$ cat src/rtl/hbdt_pkg.sv
package hbdt_pkg;
    typedef enum logic [2:0] {
        PH_LO_ON   = 3'd0,
        PH_WAIT_HI = 3'd1,
        PH_HI_ON   = 3'd2,
        PH_WAIT_LO = 3'd3,
        PH_TRIP    = 3'd4
    } phase_e;
endpackage

$ cat src/rtl/hbdt_ontime.sv
module hbdt_ontime #(
    parameter int HP_W   = 10,
    parameter int GAP_W  = 11,
    parameter int MIN_ON = 50
) (
    input  logic [HP_W-1:0]  half_period,
    input  logic [GAP_W-1:0] gap,
    output logic [GAP_W-1:0] on_len,
    output logic             clamp
);
    localparam int EW = GAP_W + 1;

    logic [EW-1:0] hp_x;
    logic [EW-1:0] need_x;
    logic [EW-1:0] diff_x;

    always_comb begin
        hp_x   = EW'(half_period);
        need_x = EW'(gap) + EW'(MIN_ON);
        diff_x = hp_x - EW'(gap);
        clamp  = (hp_x < need_x);
        on_len = clamp ? GAP_W'(MIN_ON) : diff_x[GAP_W-1:0];
    end
endmodule

$ cat src/rtl/hbdt_wdog.sv
module hbdt_wdog #(
    parameter int WD_CYC = 10_000_000
) (
    input  logic clk,
    input  logic rst_n,
    input  logic clamp,
    output logic trip
);
    localparam int WD_W = $clog2(WD_CYC + 1);

    logic [WD_W-1:0] wd_d, wd_q;

    always_comb begin
        wd_d = clamp ? wd_q + WD_W'(1) : '0;
        trip = clamp && (wd_q == WD_W'(WD_CYC - 1));
    end

    always_ff @(posedge clk or negedge rst_n) begin
        if (!rst_n) wd_q <= '0;
        else        wd_q <= wd_d;
    end
endmodule

$ cat src/rtl/hb_deadtime_mirror.sv
module hb_deadtime_mirror #(
    parameter int HP_W     = 10,
    parameter int FIXED_DT = 71,
    parameter int MIN_ON   = 50,
    parameter int WD_CYC   = 10_000_000
) (
    input  logic            clk,
    input  logic            rst_n,
    input  logic [HP_W-1:0] half_period,
    input  logic            mid_above,
    output logic            lo_gate,
    output logic            hi_gate,
    output logic            fault_latched
);
    import hbdt_pkg::*;

    localparam int MAXW  = (2 ** HP_W) - 1;
    localparam int GAP_W = $clog2(MAXW + FIXED_DT + 1);
    localparam int DLY_W = $clog2(FIXED_DT + 1);

    typedef struct packed {
        phase_e           ph;
        logic [GAP_W-1:0] cnt;
        logic [GAP_W-1:0] gap;
        logic             armed;
        logic [DLY_W-1:0] dly;
    } core_t;

    core_t            cs_q, cs_d;
    logic [GAP_W-1:0] on_len;
    logic             clamp;
    logic             trip;

    hbdt_ontime #(.HP_W(HP_W), .GAP_W(GAP_W), .MIN_ON(MIN_ON)) ontime_i (
        .half_period (half_period),
        .gap         (cs_q.gap),
        .on_len      (on_len),
        .clamp       (clamp)
    );

    hbdt_wdog #(.WD_CYC(WD_CYC)) wdog_i (
        .clk   (clk),
        .rst_n (rst_n),
        .clamp (clamp),
        .trip  (trip)
    );

    always_comb begin
        cs_d = cs_q;
        unique case (cs_q.ph)
            PH_LO_ON: begin
                if (cs_q.cnt >= on_len - GAP_W'(1)) begin
                    cs_d.ph    = PH_WAIT_HI;
                    cs_d.cnt   = '0;
                    cs_d.armed = 1'b0;
                    cs_d.dly   = '0;
                end else begin
                    cs_d.cnt = cs_q.cnt + GAP_W'(1);
                end
            end
            PH_WAIT_HI: begin
                cs_d.cnt = cs_q.cnt + GAP_W'(1);
                if (cs_q.armed) begin
                    if (cs_q.dly == DLY_W'(FIXED_DT - 1)) begin
                        cs_d.ph  = PH_HI_ON;
                        cs_d.gap = cs_q.cnt + GAP_W'(1);
                        cs_d.cnt = '0;
                    end else begin
                        cs_d.dly = cs_q.dly + DLY_W'(1);
                    end
                end else if (mid_above) begin
                    cs_d.armed = 1'b1;
                    cs_d.dly   = DLY_W'(1);
                end else if (cs_q.cnt == GAP_W'(MAXW - 1)) begin
                    cs_d.ph  = PH_HI_ON;
                    cs_d.gap = cs_q.cnt + GAP_W'(1);
                    cs_d.cnt = '0;
                end
            end
            PH_HI_ON: begin
                if (cs_q.cnt >= on_len - GAP_W'(1)) begin
                    cs_d.ph  = PH_WAIT_LO;
                    cs_d.cnt = '0;
                end else begin
                    cs_d.cnt = cs_q.cnt + GAP_W'(1);
                end
            end
            PH_WAIT_LO: begin
                if (cs_q.cnt >= cs_q.gap - GAP_W'(1)) begin
                    cs_d.ph  = PH_LO_ON;
                    cs_d.cnt = '0;
                end else begin
                    cs_d.cnt = cs_q.cnt + GAP_W'(1);
                end
            end
            default: cs_d.ph = PH_TRIP;
        endcase
        if (trip) cs_d.ph = PH_TRIP;
    end

    always_ff @(posedge clk or negedge rst_n) begin
        if (!rst_n) begin
            cs_q.ph    <= PH_WAIT_LO;
            cs_q.cnt   <= '0;
            cs_q.gap   <= GAP_W'(FIXED_DT);
            cs_q.armed <= 1'b0;
            cs_q.dly   <= '0;
        end else begin
            cs_q <= cs_d;
        end
    end

    assign lo_gate       = (cs_q.ph == PH_LO_ON);
    assign hi_gate       = (cs_q.ph == PH_HI_ON);
    assign fault_latched = (cs_q.ph == PH_TRIP);

    a_r8_no_overlap: assert property (@(posedge clk) disable iff (!rst_n)
        !(lo_gate && hi_gate));

    a_r1_fixed_delay_held: assert property (@(posedge clk) disable iff (!rst_n)
        (cs_q.ph == PH_WAIT_HI && cs_q.armed && cs_q.dly != DLY_W'(FIXED_DT - 1))
        |=> !hi_gate);

    a_r3_mirror_bound: assert property (@(posedge clk) disable iff (!rst_n)
        (cs_q.ph == PH_WAIT_LO) |-> (cs_q.cnt < cs_q.gap));

    a_r5_min_on_lo: assert property (@(posedge clk) disable iff (!rst_n)
        (lo_gate && cs_q.cnt < GAP_W'(MIN_ON - 1)) |=> (lo_gate || fault_latched));

    a_r6_timeout_bound: assert property (@(posedge clk) disable iff (!rst_n)
        (cs_q.ph == PH_WAIT_HI && !cs_q.armed) |-> (cs_q.cnt < GAP_W'(MAXW)));

    a_r7_trip_from_clamp: assert property (@(posedge clk) disable iff (!rst_n)
        $rose(fault_latched) |-> $past(clamp));

    a_r7_fault_sticky: assert property (@(posedge clk) disable iff (!rst_n)
        fault_latched |=> (fault_latched && !lo_gate && !hi_gate));
endmodule

$ cat config.mk
export PLATFORM = sky130hd
export DESIGN_NAME = hb_deadtime_mirror
export DESIGN_NICKNAME = d
export VERILOG_FILES = /design/src/rtl/hbdt_pkg.sv /design/src/rtl/hbdt_ontime.sv /design/src/rtl/hbdt_wdog.sv /design/src/rtl/hb_deadtime_mirror.sv
export SDC_FILE = /design/constraint.sdc
export NUM_CORES = 1
export LEC_CHECK = 0
export BUFFER_PORTS_ARGS = -buffer_cell sky130_fd_sc_hd__buf_2
export CAP_MARGIN = 15
export CORE_UTILIZATION = 55
export CTS_CLUSTER_DIAMETER = 40
export DETAILED_ROUTE_END_ITERATION = 16
export GPL_TIMING_DRIVEN = 0
export PLACE_DENSITY = 0.69
export SETUP_SLACK_MARGIN = 0.2
export SYNTH_ARGS = -nofsm -noshare
export SYNTH_HDL_FRONTEND = slang
export SYNTH_SLANG_ARGS = --single-unit
export TNS_END_PERCENT = 100
$ cat constraint.sdc
create_clock -name clk -period 13.76 [get_ports clk]
set_input_delay 1.376 -clock clk [delete_from_list [all_inputs] [get_ports clk]]
set_output_delay 1.376 -clock clk [all_outputs]
set_load 0.01 [all_outputs]
==> out/results.tsv <==
stage	metric	value	unit
status	status	finished clean	
critical_path	path_class	in -> reg	
timing	slew_headroom	38.63	%
placed_design	dp_hpwl	8331	um
critical_path	regToRegSetupSlack	7.39	ns
layout	fillCellCount	743	
floorplan	rows	33	
drt	num_vias	4109	
critical_path	critPathArrivalTime	6.85	ns
timing	tns	0	ns
clock_network	cts_buffers	9	
floorplan	io_pins	16	
logic_synthesis	synth.cell_area	4637	sq um
power	ir_worst_vdd	0.05010	mV
timing	fin_ws	7.136	ns
global_routing	grt-ovfl-total	0	
timing	fin_crit_sh	48.14	%
timing	drv_slew	0	
drt	routed_wl	10860	um
drt	vias_per_cell	5.938	
logic_synthesis	ys.flop_type	dfrtp_1	
drt	dr.pass1.iters	4	
job	max_cap_viol_count	0	
placed_design	gp_congestion	0.8645	
global_routing	grt_pass1_vias	3831	
clock_network	cts_tree	built	
placed_design	io_buffers	15	
logic_synthesis	syn_avg_cell_area	8.355	sq um
clock_network	clkLatencyLatePin	0.34	ns
logic_synthesis	ys_async_sr_fraction	100.0	%
clock_network	cts.clk_slew.worst_paths	0.06	ns
layout	antennaDiodeCount	0	
clock_network	clock_path_buffers	2	
drt	drt_iter0_drc	224	
layout	stdcell_area	5084	sq um
critical_path	required	13.99	ns
global_routing	grt_pass1_wl	18260	um
critical_path	crit_path_start_kind	input port	
logic_synthesis	synth_top_area_share	27.52	%
layout	drive_gt1_share	7.666	%
floorplan	initial_utilization	56.72	%
global_routing	antenna_found_initial	0	
logic_synthesis	synthCells	555	
floorplan	die_h	93.82	um
logic_synthesis	synth_enable_flop_cells	0	
critical_path	cp_max_fo	10	
clock_network	cts_root_buffer	clkbuf_8	
logic_synthesis	yosys_warnings	0	
floorplan	dieArea	8802	sq um
timing	fmax	0.1510	GHz
floorplan	core_area	8175	sq um
critical_path	regToRegEndpoint	cs_q[29]	
power	power_density	77.04	nW/um^2
logic_synthesis	ys_top_cells_by_area	dfrtp_1 28%, ha_1 13%, xnor2_1 6.6%, nand2_1 4.7%, o21ai_0 4.1%	
drt	avgRoutedWirePerCell	15.70	um
logic_synthesis	synth_nets	619	
timing	fin_worst_skew	0.01004	ns
timing	setup_viol	0	
floorplan	die_w	93.82	um
power	p_leak	2.250	nW
timing	rsz0062_at_grt	false	
timing	period_needed	6.624	ns
worst_hold_path	min_path_type	reg -> reg	
critical_path	end_kind	flip-flop	
worst_hold_path	hold_depth	1	
clock_network	htree_num_levels	3	
clock_network	cts_hold_buf	0	
clock_network	cts_resized	0	
layout	final_util	62.18	%
logic_synthesis	ys_seq_area_share	30.92	%
critical_path	startpoint	half_period[0]	
clock_network	cts.sinks	57	
critical_path	reg2regPathDepth	25	
layout	syn2layout_area_growth	9.633	%
logic_synthesis	synth.largest_area_cell	dfrtp_1	
critical_path	reg2reg_from	cs_q[9]	
worst_hold_path	min_to	cs_q[6]	
placed_design	place_area	4863	sq um
global_routing	grt_max_degree	40	
drt	antenna_left	0	
timing	finalHoldViolCount	0	
logic_synthesis	ys_types	58	
logic_synthesis	ys_seq_elements	57	
placed_design	dp_slack	6.907	ns
timing	tightestPinTransition	0.9177	ns
worst_hold_path	holdCritStartpoint	cs_q[6]	
timing	hold_slack	0.5076	ns
layout	nets	646	
clock_network	cts_setup_buffers	0	
global_routing	gr-usage-all-layers	26.63	%
drt	drc	0	
-- sequential cells by signal (all words and copies together) (netlist names) --
name	count
wdog_i.wd_q	24
cs_q	33
-- how the worst max path moves through the flow --
stage	end	depth (start not counted)	slack, ns
3_5_place_dp	cs_q[25]	25	6.91
5_1_grt	cs_q[22]	25	6.76
4_1_cts	cs_q[25]	25	7.23
2_1_floorplan	cs_q[25]	24	8.05
3_3_place_gp	cs_q[29]	24	7.00
6_report	cs_q[29]	24	7.14
-- metal layers --
metal  track usage (%)  share of wire [%]  vias to the layer above
met5                 0                  0                        -
met4             8.077                1.2                        0
met3             4.126                4.1                       10
met2             41.00                 45                      101
met1             38.30                 50                     1953
li1                  -                  -                     2045
-- synthesized netlist by cell type, types with 12 or more instances --
cell,count
a21oi_1,23
and3_1,14
clkbuf_1,18
dfrtp_1,51
ha_1,49
inv_1,28
nand2_1,58
nand3_1,37
nand4_1,12
nor2_1,48
nor3_1,15
o21ai_0,38
xnor2_1,35
xor2_1,17
-- power breakdown --
group / total (mW) / internal (mW) / switching (mW) / leakage, nW
Combinational: 0.0385 / 0.0156 / 0.0229 / 1.47
Clock: 0.177 / 0.107 / 0.0706 / 0.113
Sequential: 0.176 / 0.171 / 0.00452 / 0.671
Total: 0.392 / 0.294 / 0.0980 / 2.25
-- cell type report --
class	instances	area [sq um]	area share (%)
buffer	21	81.33	1.600
clock buffer	11	141.4	2.781
clock inverter	5	78.83	1.551
inverter	29	108.9	2.141
multi-input combinational	448	3013	59.27
sequential	57	1434	28.21
tap	105	131.4	2.584
timing repair buffer	16	95.09	1.871
-- kinds of logic after synthesis --
| kind of cell | count (synthesis) | synth area share, % |
|---|---|---|
| simple gates | 225 | 23.91 |
| flops | 57 | 30.92 |
| xor+xnor | 53 | 10.17 |
| fa+ha+maj | 51 | 14.09 |
| buf+inv | 50 | 4.101 |
| compound gates | 117 | 16.38 |
| mux | 2 | 0.4317 |
-- worst max-delay path: stages --
cell	delay, ns
buf_2	0.07
inv_1	0.03
ha_1	0.23
fa_1	0.36
inv_1	0.06
a21o_1	0.10
a21oi_1	0.07
nor3_1	0.15
o31a_1	0.16
clkbuf_1	0.41
nor2b_1	0.21
ha_1	0.21
inv_1	0.08
a221o_1	0.34
or4_1	0.50
nand3_1	0.13
ha_1	0.27
nand2_1	0.08
nor2_1	0.05
a211oi_1	0.19
o21ai_0	0.29
o32ai_1	0.84
nor2_1	0.29
o31ai_1	0.34
-- metrics by stage --
step	power, mW	instances
2_1_floorplan	0.2036	555
4_1_cts	0.3963	692
6_report	0.3916	692
3_5_place_dp	0.2175	676
3_3_place_gp	0.2152	675
5_1_grt	0.4090	692
-- cells in the final DEF (no fill, tap or decap), drive strengths merged, types with 3 or more instances in the layout --
master and n:
nor2b 10, a21oi 24, or4 6, clkbuf 29, inv 28, o211ai 9, o31ai 10, a211oi 3
and3 14, dfstp 6, dfrtp 51, a21o 4, o21ai 38, or3 5, nor3 15, xor2 18
nand2 58, ha 49, nand4 12, o2111ai 3, buf 19, o21a 6, nand3 37, clkinv 4
xnor2 35, nand2b 3, nor4 5, nor2 48
(Power assumes the default switching activity.)
